--- src/rtl/i2cst_pkg.sv ---
package i2cst_pkg;
  localparam int NFLAG  = 9;
  localparam int STAT_W = 11;
  localparam int B_TXE  = 0;
  localparam int B_TXIS = 1;
  localparam int B_RXNE = 2;
  localparam int B_ADDR = 3;
  localparam int B_NACK = 4;
  localparam int B_STOP = 5;
  localparam int B_TC   = 6;
  localparam int B_TCR  = 7;
  localparam int B_BERR = 8;
endpackage

--- src/rtl/i2cst_flag_cell.sv ---
module i2cst_flag_cell #(
  parameter bit IDLE_VAL = 1'b0
) (
  input  logic clk,
  input  logic rst,
  input  logic en,
  input  logic set_i,
  input  logic clr_i,
  output logic q
);
  always_ff @(posedge clk) begin
    if (rst || !en) q <= IDLE_VAL;
    else if (set_i) q <= 1'b1;
    else if (clr_i) q <= 1'b0;
  end
endmodule

--- src/rtl/i2cst_evt_decode.sv ---
module i2cst_evt_decode
  import i2cst_pkg::*;
#(
  parameter int CNT_W = 8
) (
  input  logic             clk,
  input  logic             rst,
  input  logic             en,
  input  logic             is_master,
  input  logic             cfg_reload,
  input  logic             cfg_autoend,
  input  logic             cfg_nostretch,
  input  logic             cfg_sbc,
  input  logic             in_xfer,
  input  logic             addr_phase,
  input  logic             ev_misplaced,
  input  logic             ev_stop,
  input  logic             stop_own,
  input  logic             ev_nack,
  input  logic             ev_addr_match,
  input  logic             ev_rx_byte,
  input  logic             ev_tx_empty,
  input  logic             ev_cnt_done,
  input  logic             clr_wr,
  input  logic [NFLAG-1:0] clr_data,
  input  logic             txd_wr,
  input  logic             rxd_rd,
  input  logic             cnt_wr,
  input  logic [CNT_W-1:0] cnt_val,
  input  logic             ctl_startstop_wr,
  input  logic             sts_wr,
  input  logic [1:0]       sts_data,
  output logic [NFLAG-1:0] set_vec,
  output logic [NFLAG-1:0] clr_vec
);
  logic addressed_q;
  logic unused_clr;

  // Slave addressed tracking for the stop qualifier
  always_ff @(posedge clk) begin
    if (rst || !en) addressed_q <= 1'b0;
    else if (ev_stop) addressed_q <= 1'b0;
    else if (ev_addr_match && !is_master) addressed_q <= 1'b1;
  end

  always_comb begin
    set_vec = '0;
    clr_vec = '0;
    set_vec[B_BERR] = ev_misplaced && in_xfer && !(!is_master && addr_phase);
    set_vec[B_TCR]  = ev_cnt_done && cfg_reload && (is_master || cfg_sbc);
    set_vec[B_TC]   = ev_cnt_done && is_master && !cfg_reload && !cfg_autoend;
    set_vec[B_STOP] = ev_stop && (is_master ? stop_own : addressed_q);
    set_vec[B_NACK] = ev_nack;
    set_vec[B_ADDR] = ev_addr_match;
    set_vec[B_RXNE] = ev_rx_byte;
    set_vec[B_TXIS] = ev_tx_empty || (sts_wr && sts_data[1] && cfg_nostretch);
    set_vec[B_TXE]  = ev_tx_empty || (sts_wr && sts_data[0]);

    clr_vec[B_BERR] = clr_wr && clr_data[B_BERR];
    clr_vec[B_TCR]  = cnt_wr && (cnt_val != '0);
    clr_vec[B_TC]   = ctl_startstop_wr;
    clr_vec[B_STOP] = clr_wr && clr_data[B_STOP];
    clr_vec[B_NACK] = clr_wr && clr_data[B_NACK];
    clr_vec[B_ADDR] = clr_wr && clr_data[B_ADDR];
    clr_vec[B_RXNE] = rxd_rd;
    clr_vec[B_TXIS] = txd_wr;
    clr_vec[B_TXE]  = txd_wr;
  end

  assign unused_clr = ^{clr_data[B_TCR], clr_data[B_TC], clr_data[B_RXNE],
                        clr_data[B_TXIS], clr_data[B_TXE]};

  AST_STOP_SLAVE_NEEDS_ADDR: assert property (@(posedge clk) disable iff (rst)
    (set_vec[B_STOP] && !is_master) |-> $past(ev_addr_match) || addressed_q)
    else $error("stop flag set for unaddressed slave");
endmodule

--- src/rtl/i2cst_req_gen.sv ---
module i2cst_req_gen
  import i2cst_pkg::*;
(
  input  logic             clk,
  input  logic             rst,
  input  logic [NFLAG-1:0] flags,
  input  logic [NFLAG-1:0] irq_mask,
  input  logic             tx_dma_en,
  output logic             irq,
  output logic             tx_dma_req
);
  always_ff @(posedge clk) begin
    if (rst) begin
      irq        <= 1'b0;
      tx_dma_req <= 1'b0;
    end else begin
      irq        <= |(flags & irq_mask);
      tx_dma_req <= flags[B_TXIS] && tx_dma_en;
    end
  end

  AST_DMA_NEEDS_ENABLE: assert property (@(posedge clk) disable iff (rst)
    tx_dma_req |-> $past(tx_dma_en))
    else $error("dma request without enable");
endmodule

--- src/rtl/i2c_status_unit.sv ---
module i2c_status_unit
  import i2cst_pkg::*;
#(
  parameter int CNT_W = 8
) (
  input  logic              clk,
  input  logic              rst,
  input  logic              en,
  input  logic              is_master,
  input  logic              cfg_reload,
  input  logic              cfg_autoend,
  input  logic              cfg_nostretch,
  input  logic              cfg_sbc,
  input  logic              in_xfer,
  input  logic              addr_phase,
  input  logic              ev_misplaced,
  input  logic              ev_stop,
  input  logic              stop_own,
  input  logic              ev_nack,
  input  logic              ev_addr_match,
  input  logic              ev_rx_byte,
  input  logic              ev_tx_empty,
  input  logic              ev_cnt_done,
  input  logic              clr_wr,
  input  logic [8:0]        clr_data,
  input  logic              txd_wr,
  input  logic              rxd_rd,
  input  logic              cnt_wr,
  input  logic [CNT_W-1:0]  cnt_val,
  input  logic              ctl_startstop_wr,
  input  logic              sts_wr,
  input  logic [1:0]        sts_data,
  input  logic [8:0]        irq_mask,
  input  logic              tx_dma_en,
  output logic [10:0]       status,
  output logic              irq,
  output logic              tx_dma_req
);
  logic [NFLAG-1:0] set_vec, clr_vec, flags;

  i2cst_evt_decode #(.CNT_W(CNT_W)) u_dec (
    .clk, .rst, .en, .is_master, .cfg_reload, .cfg_autoend, .cfg_nostretch,
    .cfg_sbc, .in_xfer, .addr_phase, .ev_misplaced, .ev_stop, .stop_own,
    .ev_nack, .ev_addr_match, .ev_rx_byte, .ev_tx_empty, .ev_cnt_done,
    .clr_wr, .clr_data, .txd_wr, .rxd_rd, .cnt_wr, .cnt_val,
    .ctl_startstop_wr, .sts_wr, .sts_data, .set_vec, .clr_vec
  );

  for (genvar i = 0; i < NFLAG; i++) begin : g_flag
    i2cst_flag_cell #(.IDLE_VAL(i == B_TXE)) u_cell (
      .clk, .rst, .en, .set_i(set_vec[i]), .clr_i(clr_vec[i]), .q(flags[i])
    );
  end

  assign status = {{(STAT_W-NFLAG){1'b0}}, flags};

  i2cst_req_gen u_req (
    .clk, .rst, .flags, .irq_mask, .tx_dma_en, .irq, .tx_dma_req
  );

  AST_DISABLED_IDLE: assert property (@(posedge clk) disable iff (rst)
    !en |=> status == 11'h001)
    else $error("disabled state wrong");
  AST_SET_BEATS_CLEAR: assert property (@(posedge clk) disable iff (rst)
    (en && ev_nack && clr_wr && clr_data[B_NACK]) |=> status[B_NACK])
    else $error("clear beat set");
  AST_RX_VISIBLE: assert property (@(posedge clk) disable iff (rst)
    (en && ev_rx_byte) |=> status[B_RXNE])
    else $error("rx flag missed");
  AST_TC_MASTER_ONLY: assert property (@(posedge clk) disable iff (rst)
    (en && ev_cnt_done && !is_master && !status[B_TC]) |=> !status[B_TC])
    else $error("tc set in slave mode");
  AST_TXIS_STRETCH_GUARD: assert property (@(posedge clk) disable iff (rst)
    (en && sts_wr && !cfg_nostretch && !ev_tx_empty && !status[B_TXIS])
      |=> !status[B_TXIS])
    else $error("txis written while stretching");
endmodule

--- config.mk ---
export PLATFORM = sky130hd
export DESIGN_NAME = i2c_status_unit
export DESIGN_NICKNAME = d
export VERILOG_FILES = /design/src/rtl/i2cst_pkg.sv /design/src/rtl/i2cst_flag_cell.sv /design/src/rtl/i2cst_evt_decode.sv /design/src/rtl/i2cst_req_gen.sv /design/src/rtl/i2c_status_unit.sv
export SDC_FILE = /design/constraint.sdc
export NUM_CORES = 1
export LEC_CHECK = 0
export CAP_MARGIN = 20
export CORE_AREA = 2 2 39 41
export CTS_CLUSTER_DIAMETER = 40
export DETAILED_ROUTE_END_ITERATION = 16
export DIE_AREA = 0 0 41 43
export DONT_BUFFER_PORTS = 1
export HOLD_SLACK_MARGIN = 0.02
export PLACE_DENSITY_LB_ADDON = 0.12
export REMOVE_ABC_BUFFERS = 1
export SLEW_MARGIN = 20
export SYNTH_ARGS = -nofsm -noshare
export SYNTH_HDL_FRONTEND = slang
export SYNTH_SLANG_ARGS = --single-unit
export TNS_END_PERCENT = 50
--- constraint.sdc ---
create_clock -name clk -period 1.4 [get_ports clk]
set_clock_uncertainty 0.1 [all_clocks]
set_input_delay 0.14 -clock clk [delete_from_list [all_inputs] [get_ports clk]]
set_output_delay 0.14 -clock clk [all_outputs]
set_load 0.1 [all_outputs]
Word-level counts from Yosys, hierarchy flattened
Cells that the tools add are included.

word-level totals
  register bits after elaboration = 12
  bits in latches = 0
  memory bits (writable) = 0
  bits in read-only memories = 0
  input bits = 53
  output and inout bits = 13
  memories kept = 0

cells by class
  add/subtract/negate cells = 0
  multipliers = 0
  div/mod/pow operators = 0
  magnitude comparators = 0
  eq/ne operators = 0
  shift operators = 0
  mux-type cells = 17
  bitwise gates (word level) = 1
  reductions and logical operators = 40

operators with widths
  kind                count
  1-bit logical AND   19
  1-bit two-way mux   17
  2-bit nonzero test  8
  9-bit AND           1
  9-bit OR reduction  1
  8-bit nonzero test  1
  1-bit zero test     5
  1-bit logical OR    4
  2-bit OR reduction  2

Logic depth before layout (Yosys ltp)
Gate-level depths: netlist of the first run.

  depth after elaboration = 5
  depth in mapped cells = 4
  mapped depth without buffers = 3

Cells and area by module
Synthesis of the first run repeated with hierarchy kept, for this count alone.

unflattened totals
  cells, all modules = 75
  area, all modules = 676.9 sq um

by module, submodules not included
  module                                  times used  cells an instance  area each (sq um)
  i2cst_flag_cell (g_flag[1].u_cell ...)  8           4                  40.0
  i2cst_evt_decode                        1           27                 207.7
  i2cst_req_gen                           1           9                  95.1
  i2cst_flag_cell (g_flag[0].u_cell)      1           4                  35.0
  i2c_status_unit                         1           3                  18.8

Least setup slack after synthesis of the first run
No wires, ideal clock.

  kind = register to output
  from = reg u_req.irq
  to = out irq
  data arrival time = 909 ps
  required time = 1,160 ps
  path slack = 251 ps
  cell stages (with the launch flop) = 1
  buffers on the path = 0
  cell sequence = dfxtp_1

RTL lines
  what                    RTL line               text
  start, declared         i2cst_req_gen.sv:9     output logic irq,
  start signal, assigned  i2cst_req_gen.sv:17    irq <= |(flags & irq_mask);
  end, declared           i2c_status_unit.sv:36  output logic irq,

No word-level cell between the ends.

Worst setup path after layout of the first run
  from = in ctl_startstop_wr
  to = reg g_flag[6].u_cell.q

between the ends
  longest elaborated chain between the ends = 1

RTL lines
  what                          RTL line               text
  start, declared               i2c_status_unit.sv:30  input logic ctl_startstop_wr,
  2-bit nonzero test (no line)  --
  end signal, assigned          i2cst_flag_cell.sv:12  if (rst || !en) q <= IDLE_VAL;
  end signal, assigned          i2cst_flag_cell.sv:13  else if (set_i) q <= 1'b1;
  end signal, assigned          i2cst_flag_cell.sv:14  else if (clr_i) q <= 1'b0;
  end, declared                 i2cst_flag_cell.sv:9   output logic q

No other way between the ends.
A chain may end at the register's enable or synchronous reset.

==> results.yml, run 1 <==
run_status:
  run_status: "completed"
layout:
  area_used_by_multi_input_combinational_logic_um2: 254
  fin_nets: 159
  post_route_cells_drive_above_1_share_pct: 15.4
  nFillCells: 120
  final_area_um2: 937
  layout.cells.most_common: "dlygate4sd3_1"
  area_growth_syn_to_layout_pct: 60.0
  count_of_inserted_antenna_diode_cells: 0
  commonest_cells_after_routing_fill_and_taps_aside: "29 x dlygate4sd3_1, 12 x dfxtp_1, 11 x buf_4"
  flip_flop_and_latch_area_um2: 240
cts:
  clock-root-buffer: "clkbuf_4"
  cts_tree: "built"
  number_of_buffers_inserted_during_clock_tree_synthesis: 3
  htree_num_levels: 1
  clock_sinks: 12
  clk-insertion-delay-late_ns: 0.26
  cts-root-to-sink-buffers: 2
  clk_transition_reported_paths_ns: 0.07
setup_path:
  path_max_fanout: 1
  timing.setup.critical_path_class: "in -> reg"
  endpoint_kind: "register"
  worstSetupStartpointType: "primary input"
  worst_ep_arrival_time_ns: 1.40
  data_required_critical_path_ns: 1.45
logic_synthesis:
  netlist.top_cell.by_area: "dfxtp_1"
  synthesis.instances: 71
  synth-simple-area-share_pct: 17.7
  synth_seq_area_share_pct: 41.0
  synth-warning-count: 0
  syn_area_per_cell_um2: 8.25
  synthMuxAreaShare_pct: 1.92
  synth_top_family_by_area: "compound AO/OA/AOI/OAI gates"
  ys_async_sr_fraction_pct: 0
  netlist-cell-type-count: 24
  synth_edf_count: 0
  netlist.area_leader.share_pct: 41.0
  synth.area.top_cells: "dfxtp_1 41%, buf_4 14%, a21oi_1 7.7%, nand2_1 4.5%, nor2_1 4.5%"
  synth-xor-area-share_pct: 0
  synthFlopType: "dfxtp_1"
  compound_cell_area_share_of_the_yosys_netlist_pct: 21.2
  netlist_area_um2: 586
  synth-adder-area-share_pct: 0
  synth-seq-cells: 12
die:
  die_h_um: 43
  num_io_pins: 66
  initial_utilization_pct: 42.3
  placement_rows: 14
  die-width_um: 41
  core_area_mm2: 0.00138
  die_area_mm2: 0.00176
pwr:
  totalPowerFinal_uw: 808
  leakage_nw: 0.409
  power_per_cell_area_mw_per_mm2: 862
  vdd_ir_drop_max_uv: 497
route:
  route.antenna.remaining_nets: 0
  route.detailed.drc: 0
  detail_route.iter0.violations: 4
  detail_route.wirelength_um: 1680
  routed_wire_length_per_instance_um: 14.0
  post_drt_via_cell_ratio: 5.19
  firstDrtPassIters: 6
  vias: 623
sta:
  finalHoldViolCount: 0
  maxSlewViolCount: 0
  timing.final.setup_violations: 0
  grt_setup_unrepaired: "false"
  post-route-period-util_pct: 96.9
  fmax_ghz: 0.737
  finalCriticalPeriod_ns: 1.36
run:
  drv_cap: 0
placement:
  io_buffers: 0
  globalplace.congestion: 0.625
  hpwlAfterDp_um: 1030
  post_placement_cell_area_um2: 604
grt:
  grt_start_max_net_pins: 10
  grt_util_all_layers_pct: 21.8
  grt_antenna_before_repair: 0
  first_global_vias: 655
  grt-ovfl-total: 0
  wire_length_of_the_first_global_routing_pass_um: 2520
hold_path:
  hp-class: "in -> reg"
## critical path: stages
cell           delay (ns)
dlygate4sd3_1        0.52
inv_1                0.05
a21oi_2              0.11
dlygate4sd3_1        0.55
nor2_1               0.04
## synthesized netlist by cell type (all sizes together), types with 2 or more instances
| master | instances |
|---|---|
| a22oi | 2 |
| nor4 | 2 |
| nor2 | 7 |
| buf | 12 |
| nand2 | 7 |
| inv | 4 |
| dfxtp | 12 |
| a21oi | 9 |
| nand2b | 2 |
## power by group
group          internal [mW]  switching, mW
logic                 0.0922          0.151
registers              0.354        0.00859
clock network         0.0993          0.103
total                  0.545          0.263
## worst paths after layout
check                           slack [ns]                               to  depth (start not counted)                       startpoint
worst max-delay path                  0.04  g_flag[6].u_cell.q$_SDFFE_PP0P_                          5                 ctl_startstop_wr
worst min-delay path                  0.03  g_flag[7].u_cell.q$_SDFFE_PP0P_                          3                       cnt_val[6]
worst max register to register        0.13  g_flag[3].u_cell.q$_SDFFE_PP0P_                          3  g_flag[3].u_cell.q$_SDFFE_PP0P_
worst min register to register        0.37  g_flag[7].u_cell.q$_SDFFE_PP0P_                          2  g_flag[7].u_cell.q$_SDFFE_PP0P_
## cell type report
type                            count  area share, %
Multi-Input combinational cell     44           27.1
Sequential cell                    12           25.6
Clock buffer                        3           2.40
Inverter                            4           1.60
Tap cell                           16           2.14
Timing Repair Buffer               41           41.1
## state kept, by name, indices dropped and copies added (netlist names)
signal	count
u_req.irq	1
u_dec.addressed_q	1
g_flag.u_cell.q	9
u_req.tx_dma_req	1
## routing by layer
layer  global-route usage, %  vias to the layer above  part of all wire, %
li1                        -                      304                    -
met1                    20.7                      276                   36
met2                    40.3                       39                   55
met3                    3.14                        4                  8.3
met4                    12.0                        0                  1.1
met5                       0                        -                    0
## through the flow
step                      std cells  setup TNS (ns)  util [%]  setup slack [ns]  hold WS [ns]
final                           120               0      67.7            0.0428        0.0263
after CTS                       121               0      67.7            0.0373        0.0339
after detailed placement         87               0      43.7             0.269         0.116
after global placement           87               0      43.7             0.258         0.112
after global routing            120               0      67.7            0.0228        0.0555
after floorplan                  60          -0.244         -            -0.231         0.109
## logic make-up after synthesis
logic type,Yosys count
other,1
AO/OA/AOI/OAI,19
multiplexers,1
AND/OR/NAND/NOR,22
flip-flops,12
buffers and inverters,16
## what timing repair did
action | CTS | global route
setup endpoints to repair | 0 | 3
endpoints found under the hold margin | 12 | 0
gates resized for setup | 0 | 3
setup buffers | 0 | 0
hold buffers | 31 | 0
No activity file was read; power rests on OpenSTA's default activity.
==> run 2: changes to the inputs <==
==> constraint.sdc (replaced) <==
create_clock -name clk -period 1.2 [get_ports clk]
set_clock_uncertainty 0.1 [all_clocks]
set_input_delay 0.12 -clock clk [delete_from_list [all_inputs] [get_ports clk]]
set_output_delay 0.12 -clock clk [all_outputs]
set_load 0.1 [all_outputs]
==> run 2 against run 1 <==
Compared with the run above:
- largest power group unchanged
- sequential cell count unchanged
- combinational power up 34%
- via count up 7.7%
- register-to-register slack worse by 0.08 ns
- routed wire length up 11%
- clock power up 17%
- global-route usage up 1.5 points
- critical path depth down 4
- count of clock-buffer cells in the layout unchanged
- worst hold slack better by 0.024 ns
==> results.yml, run 2 (same netlist as run 1, synthesis figures left out) <==
run:
  drv_cap: 0
cts:
  htree_num_levels: 1
  clk_transition_reported_paths_ns: 0.07
  cts_tree: "built"
  number_of_buffers_inserted_during_clock_tree_synthesis: 3
  clk-insertion-delay-late_ns: 0.26
  clock-root-buffer: "clkbuf_4"
  cts-root-to-sink-buffers: 2
  clock_sinks: 12
setup_path:
  critical_path.max_stage_delay_ns: 0.38
  data_required_critical_path_ns: 0.98
  endpoint_kind: "output port"
  path_max_fanout: 3
  critical_path.n_buffers_inverters: 1
  cpLargestDelayFamily: "flip-flops"
  critical_path.slowest_cell: "dfxtp_1"
  worst_ep_arrival_time_ns: 0.96
  worstSetupStartpointType: "register"
  worstPathCellList: "buf_4"
  timing.setup.critical_path_class: "reg -> out"
die:
  initial_utilization_pct: 42.3
  placement_rows: 14
  die-width_um: 41
  die_h_um: 43
  num_io_pins: 66
  core_area_mm2: 0.00138
  die_area_mm2: 0.00176
grt:
  grt_util_all_layers_pct: 23.4
  grt-ovfl-total: 0
  first_global_vias: 667
  wire_length_of_the_first_global_routing_pass_um: 2760
  grt_start_max_net_pins: 10
  grt_antenna_before_repair: 0
layout:
  area_growth_syn_to_layout_pct: 79.9
  layout.cells.most_common: "dlygate4sd3_1"
  post_route_cells_drive_above_1_share_pct: 13.2
  max_reg_flops: 9
  largest_register: "g_flag.u_cell.q"
  fin_nets: 169
  commonest_cells_after_routing_fill_and_taps_aside: "39 x dlygate4sd3_1, 12 x dfxtp_1, 9 x a21oi_1, 9 x buf_4"
  count_of_inserted_antenna_diode_cells: 0
route:
  vias: 671
  detail_route.iter0.violations: 13
  detailroute.wirelength.met2_um: 969
  met1Wirelength_um: 697
  detail_route.wirelength_um: 1870
  route.detailed.drc: 0
  firstDrtPassIters: 4
  route.antenna.remaining_nets: 0
  post_drt_via_cell_ratio: 5.16
  maxUsedRoutingLayer: "met4"
  routed_wire_length_per_instance_um: 14.4
  wl_met3_um: 180
sta:
  finalCriticalPeriod_ns: 1.18
  grt_setup_unrepaired: "false"
  maxSlewViolCount: 0
  finalHoldViolCount: 0
  setup_slack_ns: 0.0217
  timing.final.setup_violations: 0
  fmax_ghz: 0.849
  post-route-period-util_pct: 98.2
placement:
  globalplace.congestion: 0.646
  io_buffers: 0
  hpwlAfterDp_um: 1040
  worst_setup_slack_post_dpl_ns: 0.0705
pwr:
  leakage_nw: 0.444
  vdd_ir_drop_max_uv: 629
  totalPowerFinal_uw: 989
  power_per_cell_area_mw_per_mm2: 939
run_status:
  run_status: "completed"
hold_path:
  hp-class: "in -> reg"
-- run 2: what timing repair did --
item,4_1_cts,5_1_grt
gates resized for setup,1,0
setup buffers,0,0
endpoints found under the hold margin,12,0
setup endpoints to repair,1,0
hold buffers,39,0
-- run 2: layout make-up --
class                           instances  area [µm²]
Clock buffer                            3        22.5
Tap cell                               16        20.0
Inverter                                4        15.0
Multi-Input combinational cell         44         246
Fill cell                             103         330
Timing Repair Buffer                   51         509
Sequential cell                        12         240
-- run 2: where the power goes --
part           internal, mW  switching [mW]
clock network         0.116           0.122
logic                 0.140           0.188
registers             0.413          0.0109
-- run 2: metrics by stage --
stage / area (µm²) / instances / TNS, ns / hold slack, ns / utilization [%]
floorplan: 502 / 60 / -1.86 / 0.0894 / -
CTS: 1050 / 130 / 0 / 0.0235 / 76.1
global placement: 637 / 88 / 0 / 0.0921 / 46.0
detailed placement: 637 / 88 / 0 / 0.0937 / 46.0
finish: 1050 / 130 / 0 / 0.0507 / 76.1
global route: 1050 / 130 / 0 / 0.0517 / 76.1
-- run 2: final timing paths --
| kind | startpoint | end | slack (ns) | depth (start not counted) |
|---|---|---|---|---|
| hold / removal | irq_mask[3] | u_req.irq$_SDFF_PP0_ | 0.05 | 2 |
| setup / recovery | g_flag[3].u_cell.q$_SDFFE_PP0P_ | status[3] | 0.02 | 1 |
| setup reg to reg | g_flag[4].u_cell.q$_SDFFE_PP0P_ | u_req.irq$_SDFF_PP0_ | 0.05 | 3 |
| hold reg to reg | g_flag[7].u_cell.q$_SDFFE_PP0P_ | g_flag[7].u_cell.q$_SDFFE_PP0P_ | 0.39 | 2 |
-- run 2: per-layer routing --
metal	vias to the layer above	global-route usage [%]
met3	4	3.14
met4	0	10.0
met1	296	27.0
li1	326	-
met5	-	0
met2	45	40.0
==> run 3: changes to the inputs <==
--- a/config.mk
+++ b/config.mk
@@ -6,10 +6,9 @@
 export NUM_CORES = 1
 export LEC_CHECK = 0
 export CAP_MARGIN = 20
-export CORE_AREA = 2 2 39 41
+export CORE_UTILIZATION = 52
 export CTS_CLUSTER_DIAMETER = 40
 export DETAILED_ROUTE_END_ITERATION = 16
-export DIE_AREA = 0 0 41 43
 export DONT_BUFFER_PORTS = 1
 export HOLD_SLACK_MARGIN = 0.02
 export PLACE_DENSITY_LB_ADDON = 0.12
@@ -17,5 +16,6 @@
 export SLEW_MARGIN = 20
 export SYNTH_ARGS = -nofsm -noshare
 export SYNTH_HDL_FRONTEND = slang
+export SYNTH_HIERARCHICAL = 1
 export SYNTH_SLANG_ARGS = --single-unit
 export TNS_END_PERCENT = 50
==> run 3 against run 2 <==
Compared with the run above:
- non-clock buffer count fell by 18
- final cell count fell by 10%
- critical path depth did not move
- area after synthesis rose by 16%
- design area fell by 5.5%
- count of clock-buffer cells in the layout did not move
- utilization rose by 10 points
- sequential power barely moved
- die area fell by 18%
- global-route usage rose by 4.8 points
- worst hold slack got worse by 0.031 ns
- largest power group unchanged
- highest routed layer unchanged
==> results.yml, run 3 <==
cts:
  post_cts.repair.setup_buffers: 0
  clock-root-buffer: "clkbuf_4"
  clk-insertion-delay-late_ns: 0.27
  clock_sinks: 12
  number_of_buffers_inserted_during_clock_tree_synthesis: 3
  cts_tree: "built"
  htree_num_levels: 1
  clk_transition_reported_paths_ns: 0.08
  cts-root-to-sink-buffers: 2
layout:
  layout.cells.most_common: "dlygate4sd3_1"
  area_growth_syn_to_layout_pct: 47.1
  commonest_cells_after_routing_fill_and_taps_aside: "22 x dlygate4sd3_1, 12 x dfxtp_1, 10 x nor2b_1, 10 x o211a_1, 8 x inv_1"
  largest_register: "g_flag.u_cell/q"
  post_route_cells_drive_above_1_share_pct: 17.5
  fin_nets: 158
  nFillCells: 58
  count_of_inserted_antenna_diode_cells: 0
  instances_no_fill: 117
  max_reg_flops: 9
  fin_util_pct: 86.1
logic_synthesis:
  netlist-cell-type-count: 24
  syn_area_per_cell_um2: 9.03
  synthFlopType: "dfxtp_1"
  netlist.area_leader.share_pct: 35.5
  synth_edf_count: 0
  synth_commonest_cells: "12 x dfxtp_1, 10 x nor2b_1, 10 x o211a_1"
  synth_seq_area_share_pct: 35.5
  netlist.top_cell.by_area: "dfxtp_1"
  netlist_area_um2: 677
  synthesis.instances: 75
  synth.most_common_cell: "dfxtp_1"
  synth-seq-cells: 12
  synth.area.top_cells: "dfxtp_1 35%, o211a_1 15%, buf_4 10%, nor2b_1 9.2%, inv_1 4.4%"
  synth-warning-count: 6
  ys_async_sr_fraction_pct: 0
setup_path:
  timing.setup.critical_path_class: "reg -> out"
  worstPathCellList: "buf_4"
  critical_path.max_stage_delay_ns: 0.36
  endpoint_kind: "output port"
  critical_path.slowest_cell: "dfxtp_1"
  worst_ep_arrival_time_ns: 0.95
  cpLargestDelayFamily: "flip-flops"
  critical_path.n_buffers_inverters: 1
  worstSetupStartpointType: "register"
  data_required_critical_path_ns: 0.98
  path_max_fanout: 3
die:
  die_h_um: 38.1
  die_area_mm2: 0.00145
  die-width_um: 38.1
  core_area_mm2: 0.00116
  num_io_pins: 66
  placement_rows: 12
  initial_utilization_pct: 58.5
placement:
  io_buffers: 0
  place.detailed.instances: 92
  globalplace.congestion: 0.666
  hpwlAfterDp_um: 1100
sta:
  post-route-period-util_pct: 97.3
  timing.hold.ws_ns: 0.0196
  grt_setup_unrepaired: "false"
  timing.final.setup_violations: 0
  fmax_ghz: 0.856
  finalCriticalPeriod_ns: 1.17
  finalHoldViolCount: 0
  finalSetupTns_ns: 0
  maxSlewViolCount: 0
grt:
  grt_util_all_layers_pct: 28.1
  first_global_vias: 610
  grt_antenna_before_repair: 0
  wire_length_of_the_first_global_routing_pass_um: 2690
  grt-ovfl-total: 0
  grt_start_max_net_pins: 13
route:
  routed_wire_length_per_instance_um: 16.3
  route.antenna.remaining_nets: 0
  route.detailed.drc: 0
  detail_route.wirelength_um: 1910
  vias: 666
  post_drt_via_cell_ratio: 5.69
  firstDrtPassIters: 4
  detail_route.iter0.violations: 19
run_status:
  run_status: "completed"
pwr:
  vdd_ir_drop_max_uv: 864
  leakage_nw: 0.537
  power_per_cell_area_mw_per_mm2: 972
run:
  drv_cap: 0
hold_path:
  hp-class: "in -> reg"
[run 3: layout make-up]
class                           count  area, µm²  area share (%)
Clock buffer                        3       22.5            2.26
Inverter                            9       33.8            3.39
Multi-Input combinational cell     46        339            34.0
Sequential cell                    12        240            24.1
Tap cell                           14       17.5            1.76
Timing Repair Buffer               33        343            34.4
[run 3: layer usage]
layer	track usage [%]	wire length (µm)
met5	0	0
met3	12.2	178
met4	9.82	40
met1	28.8	633
met2	50.0	1060
[run 3: path summary, 6_finish.rpt]
kind,startpoint,endpoint,slack (ns),depth (start not counted)
max,g_flag[7].u_cell/q$_SDFFE_PP0P_,status[7],0.03,1
min,cfg_autoend,g_flag[6].u_cell/q$_SDFFE_PP0P_,0.02,2
max reg2reg,g_flag[2].u_cell/q$_SDFFE_PP0P_,u_req/irq$_SDFF_PP0_,0.08,3
min reg2reg,u_dec/addressed_q$_SDFFE_PP0P_,u_dec/addressed_q$_SDFFE_PP0P_,0.41,1
[run 3: cell families after synthesis]
group / share of synthesized area (%)
flops: 35.5
simple gates: 21.4
buf+inv: 15.0
compound gates: 26.1
mux: 1.48
other cells: 0.554
[run 3: repair_timing]
| action | in CTS | in global routing |
|---|---|---|
| setup endpoints to repair | 0 | 3 |
| resized for setup | 0 | 4 |
| hold buffers | 22 | 0 |
| endpoints found under the hold margin | 12 | 0 |
[run 3: per-stage QoR]
step,power (mW),setup WS [ns],area (µm²)
after floorplan,0.611,-0.407,613
after global routing,1.00,0.00588,996
final,0.968,0.0325,996
after detailed placement,0.653,0.131,738
after CTS,0.966,0.00810,981
after global placement,0.650,0.154,738
[run 3: report_power, final]
group / switching (mW) / leakage (nW) / internal, mW / total [mW]
Combinational: 0.182 / 0.425 / 0.115 / 0.297
Sequential: 0.0140 / 0.0981 / 0.413 / 0.427
Clock: 0.128 / 0.0138 / 0.116 / 0.244
